--- src/rtl/scan_pkg.sv ---
package scan_pkg;

  typedef enum logic [1:0] {
    ST_IDLE  = 2'd0,
    ST_SHIFT = 2'd1,
    ST_CAP   = 2'd2,
    ST_DONE  = 2'd3
  } seq_state_e;

  // Starting state of pattern k (caller truncates to the chain width)
  function automatic int unsigned tp_state(int unsigned k);
    return 5 * k + 3;
  endfunction

  // Primary-input value of pattern k
  function automatic int unsigned tp_pi(int unsigned k);
    return 7 * k + 1;
  endfunction

  // Fault-free primary outputs of the logic under test
  function automatic int unsigned ref_po(int unsigned k);
    return tp_state(k) ^ tp_pi(k);
  endfunction

  // Fault-free captured next state of the logic under test
  function automatic int unsigned ref_next(int unsigned k);
    return tp_state(k) + tp_pi(k);
  endfunction

endpackage

--- src/rtl/scan_chain.sv ---
module scan_chain #(
  parameter int unsigned N = 4
) (
  input  logic         clk,
  input  logic         rst_n,
  input  logic         chain_en,
  input  logic         se,
  input  logic         si,
  input  logic [N-1:0] d,
  output logic [N-1:0] q,
  output logic         so
);

  for (genvar i = 0; i < N; i++) begin : g_cell
    logic shift_src;
    if (i == 0) begin : g_head
      assign shift_src = si;
    end else begin : g_body
      assign shift_src = q[i-1];
    end

    always_ff @(posedge clk or negedge rst_n) begin
      if (!rst_n)        q[i] <= 1'b0;
      else if (chain_en) q[i] <= se ? shift_src : d[i];
    end
  end

  assign so = q[N-1];

  AST_SHIFT_PATH: assert property (@(posedge clk) disable iff (!rst_n)
    (chain_en && se) |=> (q == {$past(q[N-2:0]), $past(si)}));

  AST_CAPTURE_LOAD: assert property (@(posedge clk) disable iff (!rst_n)
    (chain_en && !se) |=> (q == $past(d)));

  AST_HOLD_WHEN_OFF: assert property (@(posedge clk) disable iff (!rst_n)
    !chain_en |=> $stable(q));

endmodule

--- src/rtl/scan_ctrl.sv ---
module scan_ctrl
  import scan_pkg::*;
#(
  parameter int unsigned N       = 4,
  parameter int unsigned NUM_PAT = 8
) (
  input  logic                       clk,
  input  logic                       rst_n,
  input  logic                       start,
  input  logic                       so,
  input  logic [N-1:0]               po,
  output logic                       chain_en,
  output logic                       se,
  output logic                       si,
  output logic [N-1:0]               pi,
  output logic                       done,
  output logic                       fail,
  output logic [$clog2(NUM_PAT)-1:0] fail_pat
);

  localparam int unsigned IDX_W = $clog2(NUM_PAT);
  localparam int unsigned PC_W  = $clog2(NUM_PAT + 1);
  localparam int unsigned BW    = (N > 1) ? $clog2(N) : 1;

  seq_state_e      state;
  logic [PC_W-1:0] pat;
  logic [BW-1:0]   bit_cnt;
  logic [BW-1:0]   bit_pos;
  logic [N-1:0]    load_vec, unl_vec, po_exp;
  logic [PC_W-1:0] prev_pat;
  logic            so_bad, po_bad;

  always_comb begin
    prev_pat = (pat == '0) ? '0 : pat - 1'b1;
    bit_pos  = BW'(N - 1) - bit_cnt;
    load_vec = N'(tp_state(32'(pat)));
    unl_vec  = N'(ref_next(32'(prev_pat)));
    po_exp   = N'(ref_po(32'(pat)));
    se       = (state == ST_SHIFT);
    chain_en = (state == ST_SHIFT) || (state == ST_CAP);
    si       = (state == ST_SHIFT) && (pat < PC_W'(NUM_PAT)) && load_vec[bit_pos];
    pi       = (state == ST_CAP) ? N'(tp_pi(32'(pat))) : '0;
    so_bad   = (state == ST_SHIFT) && (pat != '0) && (so != unl_vec[bit_pos]);
    po_bad   = (state == ST_CAP) && (po != po_exp);
    done     = (state == ST_DONE);
  end

  always_ff @(posedge clk or negedge rst_n) begin
    if (!rst_n) begin
      state    <= ST_IDLE;
      pat      <= '0;
      bit_cnt  <= '0;
      fail     <= 1'b0;
      fail_pat <= '0;
    end else if (start) begin
      state    <= ST_SHIFT;
      pat      <= '0;
      bit_cnt  <= '0;
      fail     <= 1'b0;
      fail_pat <= '0;
    end else begin
      case (state)
        ST_SHIFT: begin
          if (so_bad && !fail) begin
            fail     <= 1'b1;
            fail_pat <= IDX_W'(prev_pat);
          end
          if (bit_cnt == BW'(N - 1)) begin
            bit_cnt <= '0;
            state   <= (pat == PC_W'(NUM_PAT)) ? ST_DONE : ST_CAP;
          end else begin
            bit_cnt <= bit_cnt + 1'b1;
          end
        end
        ST_CAP: begin
          if (po_bad && !fail) begin
            fail     <= 1'b1;
            fail_pat <= IDX_W'(pat);
          end
          pat   <= pat + 1'b1;
          state <= ST_SHIFT;
        end
        default: ;
      endcase
    end
  end

  AST_CAPTURE_SINGLE: assert property (@(posedge clk) disable iff (!rst_n)
    (state == ST_CAP && !start) |=> (state == ST_SHIFT));

  AST_FAIL_STICKY: assert property (@(posedge clk) disable iff (!rst_n)
    (fail && !start) |=> (fail && $stable(fail_pat)));

  AST_START_CLEARS: assert property (@(posedge clk) disable iff (!rst_n)
    start |=> (!fail && state == ST_SHIFT && pat == '0));

  AST_DONE_HOLDS: assert property (@(posedge clk) disable iff (!rst_n)
    (done && !start) |=> done);

endmodule

--- src/rtl/scan_seq_top.sv ---
module scan_seq_top #(
  parameter int unsigned CHAIN_LEN = 4,
  parameter int unsigned NUM_PAT   = 8
) (
  input  logic                       clk,
  input  logic                       rst_n,
  input  logic                       start,
  output logic                       scan_en,
  output logic [CHAIN_LEN-1:0]       scan_q,
  output logic                       scan_out,
  output logic [CHAIN_LEN-1:0]       core_pi,
  input  logic [CHAIN_LEN-1:0]       core_d,
  input  logic [CHAIN_LEN-1:0]       core_po,
  output logic                       done,
  output logic                       fail,
  output logic [$clog2(NUM_PAT)-1:0] fail_pat
);

  logic chain_en;
  logic scan_in;

  scan_chain #(.N(CHAIN_LEN)) u_chain (
    .clk      (clk),
    .rst_n    (rst_n),
    .chain_en (chain_en),
    .se       (scan_en),
    .si       (scan_in),
    .d        (core_d),
    .q        (scan_q),
    .so       (scan_out)
  );

  scan_ctrl #(.N(CHAIN_LEN), .NUM_PAT(NUM_PAT)) u_ctrl (
    .clk      (clk),
    .rst_n    (rst_n),
    .start    (start),
    .so       (scan_out),
    .po       (core_po),
    .chain_en (chain_en),
    .se       (scan_en),
    .si       (scan_in),
    .pi       (core_pi),
    .done     (done),
    .fail     (fail),
    .fail_pat (fail_pat)
  );

endmodule

--- config.mk ---
export PLATFORM = sky130hd
export DESIGN_NAME = scan_seq_top
export DESIGN_NICKNAME = d
export VERILOG_FILES = /design/src/rtl/scan_pkg.sv /design/src/rtl/scan_chain.sv /design/src/rtl/scan_ctrl.sv /design/src/rtl/scan_seq_top.sv
export SDC_FILE = /design/constraint.sdc
export NUM_CORES = 1
export LEC_CHECK = 0
export BUFFER_PORTS_ARGS = -buffer_cell sky130_fd_sc_hd__buf_2
export CAP_MARGIN = 20
export CORE_UTILIZATION = 54
export CTS_CLUSTER_SIZE = 12
export DETAILED_ROUTE_END_ITERATION = 10
export GPL_ROUTABILITY_DRIVEN = 0
export PLACE_DENSITY_LB_ADDON = 0.12
export SETUP_SLACK_MARGIN = 0.2
export SLEW_MARGIN = 15
export SYNTH_ARGS = -nofsm -noshare
export SYNTH_HDL_FRONTEND = slang
export SYNTH_HIERARCHICAL = 1
export SYNTH_SLANG_ARGS = --single-unit
--- constraint.sdc ---
create_clock -name clk -period 2.6 [get_ports clk]
set_input_delay 0.52 -clock clk [delete_from_list [all_inputs] [get_ports clk]]
set_output_delay 0.52 -clock clk [all_outputs]
set_load 0.02 [all_outputs]
=== After elaboration in Yosys (flattened, before gate mapping) ===
Cells that the tools add are included.

* Bits in registers: 16
* Latch bits: 0
* Bits in writable memories: 0
* Memory bits (read-only): 0
* Input port bits: 11
* Output and inout bits: 15
* Word-level logic and storage cells: 78
* Memories: 0

* $add $sub $neg: 9
* Multiply operators: 4
* Divide/modulo/power cells: 0
* Order comparisons: 2
* Eq/ne operators: 10
* Shift operators: 0
* Mux-type cells: 27
* Bitwise operators: 1
* Reductions and logical operators: 16

{| class="wikitable"
|+ Operator list
! operator !! count
|-
| $mul 3x4->4 const A || 4
|-
| $mux 4 || 4
|-
| $add 4x1->4 const B || 3
|-
| $mux 1 || 10
|-
| $mux 2 || 5
|-
| $mux 3 || 3
|-
| $add 4x2->4 const B || 2
|-
| $logic_and 1x1->1 || 7
|-
| $eq 2x2->1 const B || 3
|-
| $ne 3x2->1 const B || 2
|-
| $pmux 3 s2 || 1
|-
| $add 4x4->4 || 1
|-
| $bmux 1 s2 || 2
|-
| $eq 4x4->1 const B || 1
|-
| $logic_not 4->1 || 1
|-
| $lt 4x4->1 const B || 1
|-
| $ne 4x4->1 || 1
|-
| $pmux 2 s2 || 1
|-
| $reduce_bool 2->1 || 2
|-
| $reduce_bool 4->1 || 1
|-
| $sub 4x1->4 const B || 1
|-
| $xor 4x4->4 || 1
|-
| $lt 2x3->1 const B || 1
|-
| $ne 3x3->1 const B || 1
|-
| 10 further kinds || 10
|}

=== Longest topological paths before layout ===
Gate-level depths: netlist of the first run.

* Depth in word-level cells: 13
* Gate-level depth with buffers: 10
* Depth with buffers taken out: 10

=== Modules after synthesis ===
Netlist of the first run, hierarchy kept.

{| class="wikitable"
|+ Modules (own cells, without submodules)
! module !! times used !! cells each !! area each (um^2) !! sequential area each (um^2)
|-
| scan_ctrl || 1 || 112 || 1038.5 || 300.3
|-
| scan_chain || 1 || 22 || 214.0 || 100.1
|}

=== Worst setup path before layout of the first run ===
No wires, ideal clock.

* Path kind: reg2reg
* From: reg u_ctrl.pat[0]
* To: reg u_ctrl.fail_pat[0]
* Setup time: 136 ps
* Arrival time: 2257 ps
* Required time: 2464 ps
* Path slack: 207 ps
* Cell stages (with the launch flop): 9
* Path buffers: 0
* Clock period less this slack: 2393 ps
* Cell sequence: dfrtp_1 -> fa_1 -> ha_1 -> a21oi_1 -> xnor2_2 -> xnor3_1 -> a21oi_2 -> o21a_1 -> o32ai_1

* Word-level cells in the longest chain between the ends: 12
* Elaborated cells on any way between the ends: 30
* Classes of those cells: add/sub: 6; mul: 4; eq/ne: 4; mux: 7; bitwise: 1; reduce/logical: 8

{| class="wikitable"
|+ RTL lines
! what !! line !! source
|-
| start: declaration || scan_ctrl.sv:26 || <nowiki>logic [PC_W-1:0] pat;</nowiki>
|-
| start signal: assignment || scan_ctrl.sv:80 || <nowiki>pat <= pat + 1'b1;</nowiki>
|-
| $sub 4x1->4 or $logic_not 4->1 (tied branches) || scan_ctrl.sv:34 || <nowiki>prev_pat = (pat == '0) ? '0 : pat - 1'b1;</nowiki>
|-
| $mux 4 || scan_ctrl.sv:34 ||
|-
| $mul 3x4->4, on equally long branches || scan_pkg.sv:12, scan_pkg.sv:17 ||
|-
| $add 4x2->4 or $add 4x1->4 (tied branches) || scan_pkg.sv:12, scan_pkg.sv:17 ||
|-
| $add 4x4->4 || scan_pkg.sv:27 || <nowiki>return tp_state(k) + tp_pi(k);</nowiki>
|-
| $bmux 1 s2 || scan_ctrl.sv:43 || <nowiki>so_bad = (state == ST_SHIFT) && (pat != '0) && (so != unl_vec[bit_pos]);</nowiki>
|-
| $mux 1 (not written as such) || scan_ctrl.sv:43 ||
|-
| $ne 1x1->1 || scan_ctrl.sv:43 ||
|-
| $logic_and 1x1->1 || scan_ctrl.sv:43 ||
|-
| $logic_and 1x1->1 || scan_ctrl.sv:64 || <nowiki>if (so_bad && !fail) begin</nowiki>
|-
| $ne 3x2->1 (no source line) || - ||
|-
| $reduce_and 3->1 (no source line) || - ||
|-
| end signal: assignment || scan_ctrl.sv:66 || <nowiki>fail_pat <= IDX_W'(prev_pat);</nowiki>
|-
| end signal: assignment || scan_ctrl.sv:78 || <nowiki>fail_pat <= IDX_W'(pat);</nowiki>
|-
| end: declaration || scan_ctrl.sv:18 || <nowiki>output logic [$clog2(NUM_PAT)-1:0] fail_pat</nowiki>
|}

Parallel ways exist; a longest one is shown, timed or not. The select of a mux whose other input is x is not followed.
A chain may end at the register's enable or synchronous reset.

=== Worst setup path in the final report of the first run ===
* From: reg u_ctrl.pat[1]
* To: out core_pi[3]

* Word-level cells in the longest chain between the ends: 3

{| class="wikitable"
|+ RTL lines
! what !! line !! source
|-
| $mul 3x4->4 || scan_pkg.sv:17 || <nowiki>return 7 * k + 1;</nowiki>
|-
| $add 4x1->4 || scan_pkg.sv:17 ||
|-
| $mux 4 || scan_ctrl.sv:42 || <nowiki>pi = (state == ST_CAP) ? N'(tp_pi(32'(pat))) : '0;</nowiki>
|-
| end: declaration || scan_seq_top.sv:11 || <nowiki>output logic [CHAIN_LEN-1:0] core_pi,</nowiki>
|}

No other way between the ends.

==> results.txt, run 1 <==
----------------------------------------------------
[Outcome]
  Run status ... finished with violations
  Violated checks ... negative setup slack

[Worst setup path]
  Cell chain of the critical path ... fa_1 -> ha_1 -> a21oi_2 -> xnor2_2 -> nor2_1 -> buf_4
  Worst-case reg-to-reg path depth ... 9
  Library cell contributing the largest single delay on the critical path ... sky130_fd_sc_hd__fa_1
  Worst Setup End Kind ... output pin
  Worst setup slack for register-to-register paths ... -0.02 ns
  End of the worst register-to-register path ... u_ctrl/fail_pat[1]
  Delay contributed by the slowest stage of the critical path ... 0.49 ns
  Critical path class ... reg -> out
  Worst path arrival time ... 2.12 ns
  Critical path launch point ... u_ctrl/pat[1]
  Req. time, crit path ... about 2.1 ns
  Total buffers and inverters traversed by the critical path ... 1
  Kind of cell with the highest combined delay on the critical path ... adder cells
  Top fanout value on the critical path ... 5
  Total stage count of the critical path ... 6
  Start of the worst register-to-register path ... u_ctrl/pat[1]
  Startpoint type of the worst setup path ... flip-flop
  Critical path capture point ... core_pi[3]

[Global routing]
  Largest net degree at the start of global routing ... 17
  Final global-route overflow total ... 0
  Number of global-route vias before repair ... 954
  Routing layer with the top usage in global route ... met2
  Global-route wire length before repair ... 4.34 mm
  Routing usage on met3 ... 0.0303
  GR Layer Usage met2 ... 0.362
  Global Route met1 Usage ... 0.325
  Initial antenna violation count ... 0
  Total routing resource utilization after global routing ... 0.233

[Yosys]
  Post-synthesis cell type count ... 32
  Cell count after synthesis ... 134
  Proportion of synthesized chip area in sequential cells ... 0.320
  Proportion of register bits with asynchronous set or reset after synthesis ... 1.00
  Number of warnings reported in the yosys synthesis log ... 6
  Leading area contributor after synthesis ... sky130_fd_sc_hd__dfrtp_1
  Post-synth net total ... 158
  Number of enable flip-flop cells after synthesis ... 0
  Mean instance size in the synthesized netlist ... around 9.3 sq um
  Leading cell types by count after synthesis ... 17 x sky130_fd_sc_hd__nor2_1, 16 x sky130_fd_sc_hd__dfrtp_1, 13 x sky130_fd_sc_hd__inv_1
  Dominant cells by area after synthesis ... sky130_fd_sc_hd__dfrtp_1 32%, sky130_fd_sc_hd__ha_1 11%, sky130_fd_sc_hd__xnor2_1 6.3%
  Cell area after synthesis ... between 1000 and 1500 sq um
  FF+latch count, synth ... 16
  Synth Flop Type ... sky130_fd_sc_hd__dfrtp_1
  Library cell with the highest instance count after synthesis ... sky130_fd_sc_hd__nor2_1
  Fraction of synthesized cell area taken by the top area cell type ... 0.320

[Timing]
  PnR worst setup slack ... -0.0403 ns
  Slew at the pin with the worst max-slew slack ... 0.408 ns
  Shortest period the worst path allows ... 2.64 ns
  Relative slew slack ... 0.726
  Maximum clock rate ... 379 MHz
  Count of final max-slew check failures ... 0
  Setup_tns ... -0.0840 ns
  Hold WS ... 0.131 ns
  Part of the cycle the worst path needs ... 1.02
  Setup-violating endpoint count in the final report ... 4
  Final number of hold-violating endpoints ... 0
  Unrepaired setup endpoints after global routing ... yes
  Worst-case clock skew ... approximately 0.0034 ns

[Final layout]
  Count of non-filler cells in the finished layout ... 193
  Ant. Diodes ... 0
  Fill cell instance count of the final layout ... 186
  Fraction of layout instances using a drive strength above 1 ... 0.333
  Area added between synthesis and finish ... 21.1%
  Post-Layout Inst Area ... 1520 sq um
  Final Util ... 0.692
  Nets ... 190

[Placement]
  Number of instances in the placed design ... 183
  DP Wirelength ... roughly 1.9 mm
  Placement-stage cell area ... around 1400 sq um
  Number of I/O port buffers ... 25
  DP Worst Slack ... -0.0209 ns

[Floorplanning]
  Site row count ... 17
  Effective utilization at floorplan ... 0.572
  Core region area ... 2190 sq um
  I/O pin cnt ... 26
  Chip width ... 50.2 microns
  Die Outline Area ... 2520 sq um
  Overall die height ... 50.2 microns

[Routing]
  Number of iterations in the first detailed-routing pass ... 4
  Vias after detailed routing ... ~1000
  Via density per instance ... 5.38
  Remaining routing DRC violations ... 0
  Average routed wire per standard cell ... 13.9 microns
  DRC violation total after the first TritonRoute iteration ... 34
  Antenna Violating Nets Remaining ... 0
  Total wirelength of the detailed-routed design ... 2.68 mm

[Clock network]
  H-tree levels ... 1
  CTS tree ... yes
  Worst skew pair latency ... 0.29 ns
  CTS clock-pin slew for the worst setup and hold paths ... 0.10 ns
  Library cell used as clock root buffer ... sky130_fd_sc_hd__clkbuf_4
  Deepest clock path buffer count ... 2
  Number of buffers created by CTS ... 3
  Sinks on Clock Net ... 16

[Power and ir drop]
  P_leak ... 0.765 nW
  Power consumption ... 0.939 mW
  Total power density per cell area ... 619 nW/um^2
  Max VDD drop ... 0.615 mV

[Hold path]
  Class of the tightest hold or removal check ... in -> async

[Run]
  Max-capacitance violation count ... 0

----------------------------------------------------
==> report_power, final <==
part	switching (mW)	leakage (nW)	total, mW	internal, mW
clock network	0.0845	0.0210	0.170	0.0853
logic	0.224	0.538	0.411	0.187
registers	0.0583	0.207	0.359	0.300
total	0.367	0.765	0.939	0.573
==> how the worst min path moves through the flow <==
stage | end | slack, ns | cells past startpoint
after floorplan | u_chain/g_cell[1].shift_src | 0.22 | 0
after global placement | u_ctrl/pat[3] | 0.46 | 1
after detailed placement | u_ctrl/pat[3] | 0.46 | 1
after CTS | u_ctrl/fail | 0.13 | 1
after global routing | u_ctrl/pat[3] | 0.14 | 1
final | u_ctrl/pat[3] | 0.13 | 1
==> cells by family (layout without fill, tap and decap cells) <==
group                      Yosys count  after routing  share of synthesized area
adders and majority gates           13             13                      0.142
xor gates and xnor gates            16             16                      0.140
AOI/OAI and AO/OA                   20             20                     0.0989
DFF                                 16             16                      0.320
buffers and inverters               24             55                     0.0909
and+or+nand+nor                     38             38                      0.143
muxes                                7              7                     0.0659
==> cell usage in the layout (no fill, tap or decap), drive strengths merged, types with 3 or more instances in the layout <==
master and count:
nor2 17, o32ai 3, mux2i 6, xor2 4, nand2 4, xnor2 10
ha 11, a21oi 10, dfrtp 16, nor2b 3, buf 38, nand3 5
clkbuf 4, inv 13, nor3 4
==> layer usage <==
metal	wire length, microns	part of all wire	up-vias
li1	-	-	509
met1	1270	0.47	495
met2	1260	0.47	33
met3	142	0.053	2
met4	17	0.0063	0
met5	0	0	-
==> flip-flops by register name, summed over array words and instances (netlist names) <==
| register | flops |
|---|---|
| u_ctrl/fail | 1 |
| u_ctrl/state | 2 |
| u_chain/g_cell.shift_src | 3 |
| u_ctrl/bit_cnt | 2 |
| u_chain/so | 1 |
| u_ctrl/pat | 4 |
| u_ctrl/fail_pat | 3 |
==> timing repair <==
| action | in CTS | in global routing |
|---|---|---|
| hold buffers | 0 | 0 |
| setup buffers | 3 | 3 |
| pin swaps | 4 | 6 |
| endpoints found under the setup margin | 5 | 6 |
| gates resized for setup | 7 | 3 |
==> final cells by class <==
| class | instances | area (sq um) | share of cell area |
|---|---|---|---|
| Tap cell | 28 | 35.0 | 0.0231 |
| Clock buffer | 4 | 36.3 | 0.0239 |
| Sequential cell | 16 | 403 | 0.266 |
| Multi-Input combinational cell | 94 | 768 | 0.507 |
| Timing Repair Buffer | 38 | 225 | 0.149 |
| Inverter | 13 | 48.8 | 0.0322 |
Power figures use the tool's default switching activity.
==> run 2: changes to the inputs <==
Settings changed: CORE_MARGIN set to 1.5.
==> run 2 against run 1 <==
Compared with the run above: the run now ends clean; sequential cell count is the same; utilization shrank 1.4 points; combinational power is essentially flat; first-iteration DRC count shrank 21%; sequential power is essentially flat; die area grew 4.0%; maximum frequency grew 2.8%; wire length grew 3.5%; worst setup slack gained 0.072 ns; final area shrank 2.1%; clock power shrank 21%; critical path type unchanged; critical endpoint unchanged; highest routed layer unchanged.
==> results.txt, run 2 (synthesis gave the netlist of run 1 again) <==
----------------------------------------------------
[Outcome]
  Run status ... finished clean

[Final layout]
  Area added between synthesis and finish ... 18.6%
  Commonest cells after routing, fill and taps aside ... 25 x sky130_fd_sc_hd__buf_2, 17 x sky130_fd_sc_hd__nor2_1, 14 x sky130_fd_sc_hd__dfrtp_1
  Leading cell type in the layout, fill and taps excluded ... sky130_fd_sc_hd__buf_2
  Register bank with the most flops ... u_ctrl/pat
  Fraction of layout instances using a drive strength above 1 ... 0.313
  Final Util ... 0.678
  Number of flip-flops under the largest register name ... 4
  Fill cell instance count of the final layout ... between 150 and 200
  Nets ... roughly 190
  Ant. Diodes ... 0

[Worst setup path]
  Req. time, crit path ... between 2 and 2.5 ns
  Worst path arrival time ... between 2 and 2.5 ns
  Critical path class ... reg -> out
  Worst Setup End Kind ... output pin
  Startpoint type of the worst setup path ... flip-flop
  Worst setup slack for register-to-register paths ... 0.07 ns
  Top fanout value on the critical path ... 4

[Routing]
  Number of iterations in the first detailed-routing pass ... 4
  Vias after detailed routing ... roughly 1000
  Remaining routing DRC violations ... 0
  Total wirelength of the detailed-routed design ... between 2 and 3 mm
  Via density per instance ... between 5 and 6
  DRC violation total after the first TritonRoute iteration ... 27
  Average routed wire per standard cell ... 14.5 microns
  Antenna Violating Nets Remaining ... 0

[Timing]
  Final number of hold-violating endpoints ... 0
  Count of final max-slew check failures ... 0
  Hold WS ... 0.140 ns
  Unrepaired setup endpoints after global routing ... yes
  Setup_tns ... 0 ns
  Slew at the pin with the worst max-slew slack ... 0.395 ns
  Worst-case clock skew ... between 0.003 and 0.004 ns
  Maximum clock rate ... 389 MHz
  Setup-violating endpoint count in the final report ... 0
  Shortest period the worst path allows ... 2.57 ns
  Relative slew slack ... 0.737
  Part of the cycle the worst path needs ... 0.988
  PnR worst setup slack ... approximately 0.032 ns

[Floorplanning]
  I/O pin cnt ... 26
  Core region area ... around 2200 sq um
  Effective utilization at floorplan ... 0.572
  Site row count ... 17
  Chip width ... about 50 microns
  Die Outline Area ... between 2000 and 3000 sq um
  Overall die height ... 51.2 microns

[Global routing]
  GR Layer Usage met2 ... 0.346
  Initial antenna violation count ... 0
  Total routing resource utilization after global routing ... 0.227
  Largest net degree at the start of global routing ... 17
  Routing layer with the top usage in global route ... met2
  Final global-route overflow total ... 0
  Global Route met1 Usage ... 0.324
  Global-route wire length before repair ... 4.33 mm
  Number of global-route vias before repair ... 950
  Routing usage on met3 ... 0.0409

[Power and ir drop]
  Total power density per cell area ... 609 nW/um^2
  Max VDD drop ... around 0.7 mV
  P_leak ... 0.753 nW

[Clock network]
  CTS clock-pin slew for the worst setup and hold paths ... 0.10 ns
  Number of buffers created by CTS ... 3
  CTS tree ... yes
  Library cell used as clock root buffer ... sky130_fd_sc_hd__clkbuf_4
  Worst skew pair latency ... 0.29 ns
  H-tree levels ... 1
  Deepest clock path buffer count ... 2
  Sinks on Clock Net ... 16

[Placement]
  Number of I/O port buffers ... 25
  DP Worst Slack ... -0.00623 ns
  DP Wirelength ... 2.02 mm

[Hold path]
  Class of the tightest hold or removal check ... in -> async

[Run]
  Max-capacitance violation count ... 0

----------------------------------------------------
[run 2: worst max-delay path, stage by stage, from the launching register on]
cell	delay, ns
sky130_fd_sc_hd__dfrtp_2	0.45
sky130_fd_sc_hd__fa_1	0.48
sky130_fd_sc_hd__ha_1	0.30
sky130_fd_sc_hd__a21oi_2	0.16
sky130_fd_sc_hd__xnor2_2	0.15
sky130_fd_sc_hd__nor2_1	0.06
sky130_fd_sc_hd__buf_2	0.16
[run 2: where the power goes]
part | total, mW | switching [mW] | leakage, nW | internal, mW
sequential | 0.361 | 0.0605 | 0.207 | 0.300
combinational | 0.409 | 0.224 | 0.533 | 0.184
clock | 0.135 | 0.0808 | 0.0138 | 0.0538
[run 2: layout make-up]
cell class,count,area [sq um],share of cell area
clock buffer,3,22.5,0.0152
inverter,13,48.8,0.0329
multi-input combinational,94,761,0.512
sequential,16,403,0.271
tap,28,35.0,0.0236
timing repair buffer,37,215,0.145
[run 2: final timing paths]
| check | start | to | depth (start not counted) |
|---|---|---|---|
| setup / recovery | u_ctrl/pat[0] | core_pi[3] | 6 |
| hold / removal | rst_n | u_ctrl/fail_pat[0] | 1 |
| setup reg to reg | u_ctrl/pat[0] | u_ctrl/fail_pat[2] | 8 |
| hold reg to reg | u_ctrl/fail_pat[0] | u_ctrl/fail_pat[0] | 2 |
| max in group asynchronous | rst_n | u_ctrl/pat[1] | 1 |
| min in group clk | core_d[0] | u_chain/g_cell[1].shift_src | 3 |
[run 2: metrics by stage]
| step | cell area (sq um) | total power, mW | std cells |
|---|---|---|---|
| final | 1490 | 0.904 | 191 |
| after global routing | 1490 | 0.963 | 191 |
| after CTS | 1480 | 0.904 | 190 |
| after detailed placement | 1400 | 0.765 | 183 |
| after global placement | 1400 | 0.752 | 183 |
| after floorplan | 1250 | 0.703 | 134 |
[run 2: per-layer routing]
metal | wire, microns | vias up
met3 | 159 | 2
li1 | - | 504
met2 | 1350 | 34
met4 | 9 | 0
met5 | 0 | -
met1 | 1260 | 476
[run 2: repair_timing]
item | CTS | global route
hold buffers | 0 | 0
pin swaps | 4 | 2
resized for setup | 7 | 0
setup buffers | 4 | 1
endpoints found under the setup margin | 5 | 6
==> run 3: changes to the inputs <==
Settings changed: CORE_MARGIN 1.5 to 5.
==> run 3 against run 2 <==
Compared with the run above: sequential power about the same; worst hold slack got worse by 0.013 ns; final area increased by 2.9%; critical path type unchanged; combinational power decreased by 1%; highest routed layer unchanged; wire length increased by 2.3%; die area increased by 29%; worst setup slack got worse by 0.025 ns; critical endpoint unchanged; critical path depth unchanged.
==> results.txt, run 3 (synthesis gave the netlist of run 1 again) <==
----------------------------------------------------
[Timing]
  Worst-case clock skew ... 0.0127 ns
  Count of final max-slew check failures ... 0
  Slew at the pin with the worst max-slew slack ... 0.560 ns
  Final number of hold-violating endpoints ... 0
  Hold WS ... 0.127 ns
  Setup-violating endpoint count in the final report ... 0
  Maximum clock rate ... 386 MHz
  Part of the cycle the worst path needs ... 0.997
  Shortest period the worst path allows ... ~2.6 ns
  Relative slew slack ... 0.627
  Unrepaired setup endpoints after global routing ... yes

[Power and ir drop]
  P_leak ... about 0.76 nW
  Total power density per cell area ... 609 nW/um^2
  Max VDD drop ... slightly below 0.5 mV

[Floorplanning]
  I/O pin cnt ... 26
  Site row count ... 17
  Overall die height ... 58.2 microns
  Chip width ... 58.2 microns
  Die Outline Area ... 3380 sq um
  Core region area ... 2210 sq um
  Effective utilization at floorplan ... 0.566

[Final layout]
  Final Util ... 0.691
  Commonest cells after routing, fill and taps aside ... 24 x sky130_fd_sc_hd__buf_2, 17 x sky130_fd_sc_hd__nor2_1, 14 x sky130_fd_sc_hd__dfrtp_1
  Ant. Diodes ... 0
  Leading cell type in the layout, fill and taps excluded ... sky130_fd_sc_hd__buf_2
  Fill cell instance count of the final layout ... 190
  Nets ... between 150 and 200
  Register bank with the most flops ... u_ctrl/pat
  Area added between synthesis and finish ... 22.0%
  Fraction of layout instances using a drive strength above 1 ... 0.337
  Number of flip-flops under the largest register name ... 4

[Routing]
  Total wirelength of the detailed-routed design ... 2.84 mm
  Remaining routing DRC violations ... 0
  DRC violation total after the first TritonRoute iteration ... 30
  Vias after detailed routing ... between 1000 and 1500
  Number of iterations in the first detailed-routing pass ... 4
  Average routed wire per standard cell ... ~15 microns
  Via density per instance ... roughly 5.3
  Antenna Violating Nets Remaining ... 0

[Worst setup path]
  Top fanout value on the critical path ... 5
  Req. time, crit path ... 2.08 ns
  Critical path launch point ... u_ctrl/pat[0]
  Kind of cell with the highest combined delay on the critical path ... adder cells
  Startpoint type of the worst setup path ... flip-flop
  Worst Setup End Kind ... output pin
  Start of the worst register-to-register path ... u_ctrl/pat[0]
  Critical path class ... reg -> out
  Cell chain of the critical path ... fa_1 -> ha_4 -> a21oi_4 -> xnor2_2 -> nor2_1 -> buf_4
  Delay contributed by the slowest stage of the critical path ... around 0.59 ns
  Worst path arrival time ... 2.07 ns
  Library cell contributing the largest single delay on the critical path ... sky130_fd_sc_hd__fa_1
  Total buffers and inverters traversed by the critical path ... 1

[Global routing]
  Initial antenna violation count ... 0
  Number of global-route vias before repair ... between 1000 and 1500
  Final global-route overflow total ... 0
  Global-route wire length before repair ... slightly below 5 mm
  Total routing resource utilization after global routing ... 0.187
  Largest net degree at the start of global routing ... 17

[Placement]
  Number of I/O port buffers ... 25
  DP Wirelength ... 2.08 mm

[Clock network]
  Library cell used as clock root buffer ... sky130_fd_sc_hd__clkbuf_4
  Sinks on Clock Net ... 16
  CTS tree ... yes
  CTS clock-pin slew for the worst setup and hold paths ... roughly 0.11 ns
  Worst skew pair latency ... 0.29 ns
  Number of buffers created by CTS ... 3
  Hold buffer count at cts ... 0
  Deepest clock path buffer count ... 2
  H-tree levels ... 1

[Hold path]
  Class of the tightest hold or removal check ... in -> async

[Outcome]
  Run status ... finished clean

[Run]
  Max-capacitance violation count ... 0

----------------------------------------------------
[run 3: layout make-up]
cell class / count / area [sq um] / area share
sequential: 16 / 403 / 0.264
tap: 28 / 35.0 / 0.0229
inverter: 13 / 48.8 / 0.0319
clock buffer: 4 / 36.3 / 0.0238
timing repair buffer: 36 / 210 / 0.138
multi-input combinational: 94 / 795 / 0.520
[run 3: routing by layer]
layer,part of all wire,track usage
met1,0.45,0.266
met2,0.49,0.302
met3,0.054,0.0267
met4,0.0056,0.0397
met5,0,0
[run 3: worst paths after layout]
path                       slack (ns)  depth (start not counted)                          end
setup / recovery                0.007                          6                   core_pi[3]
hold / removal                   0.13                          1                u_ctrl/pat[3]
setup reg to reg                 0.06                          9           u_ctrl/fail_pat[0]
hold reg to reg                  0.55                          2           u_ctrl/fail_pat[0]
max in group asynchronous        2.18                          1                u_ctrl/pat[1]
min in group clk                 0.52                          3  u_chain/g_cell[1].shift_src
[run 3: power by group]
part | internal [mW] | switching, mW
registers | 0.300 | 0.0599
clock network | 0.0851 | 0.0821
logic | 0.181 | 0.222
total | 0.567 | 0.364
[run 3: metrics by stage]
stage	power [mW]	setup TNS (ns)	instance area, sq um	cells	setup WS, ns
5_1_grt	1.00	-0.222	1530	191	-0.0744
3_5_place_dp	0.766	-0.119	1390	182	-0.0501
3_3_place_gp	0.751	-0.0537	1390	182	-0.0256
4_1_cts	0.944	-0.0314	1480	190	-0.0314
6_report	0.930	0	1530	191	0.00661
2_1_floorplan	0.703	0	1250	134	0.207
[run 3: what timing repair did]
item,CTS,global route
setup endpoints to repair,6,6
setup buffers,4,1
pin swaps,9,4
gates resized for setup,6,7
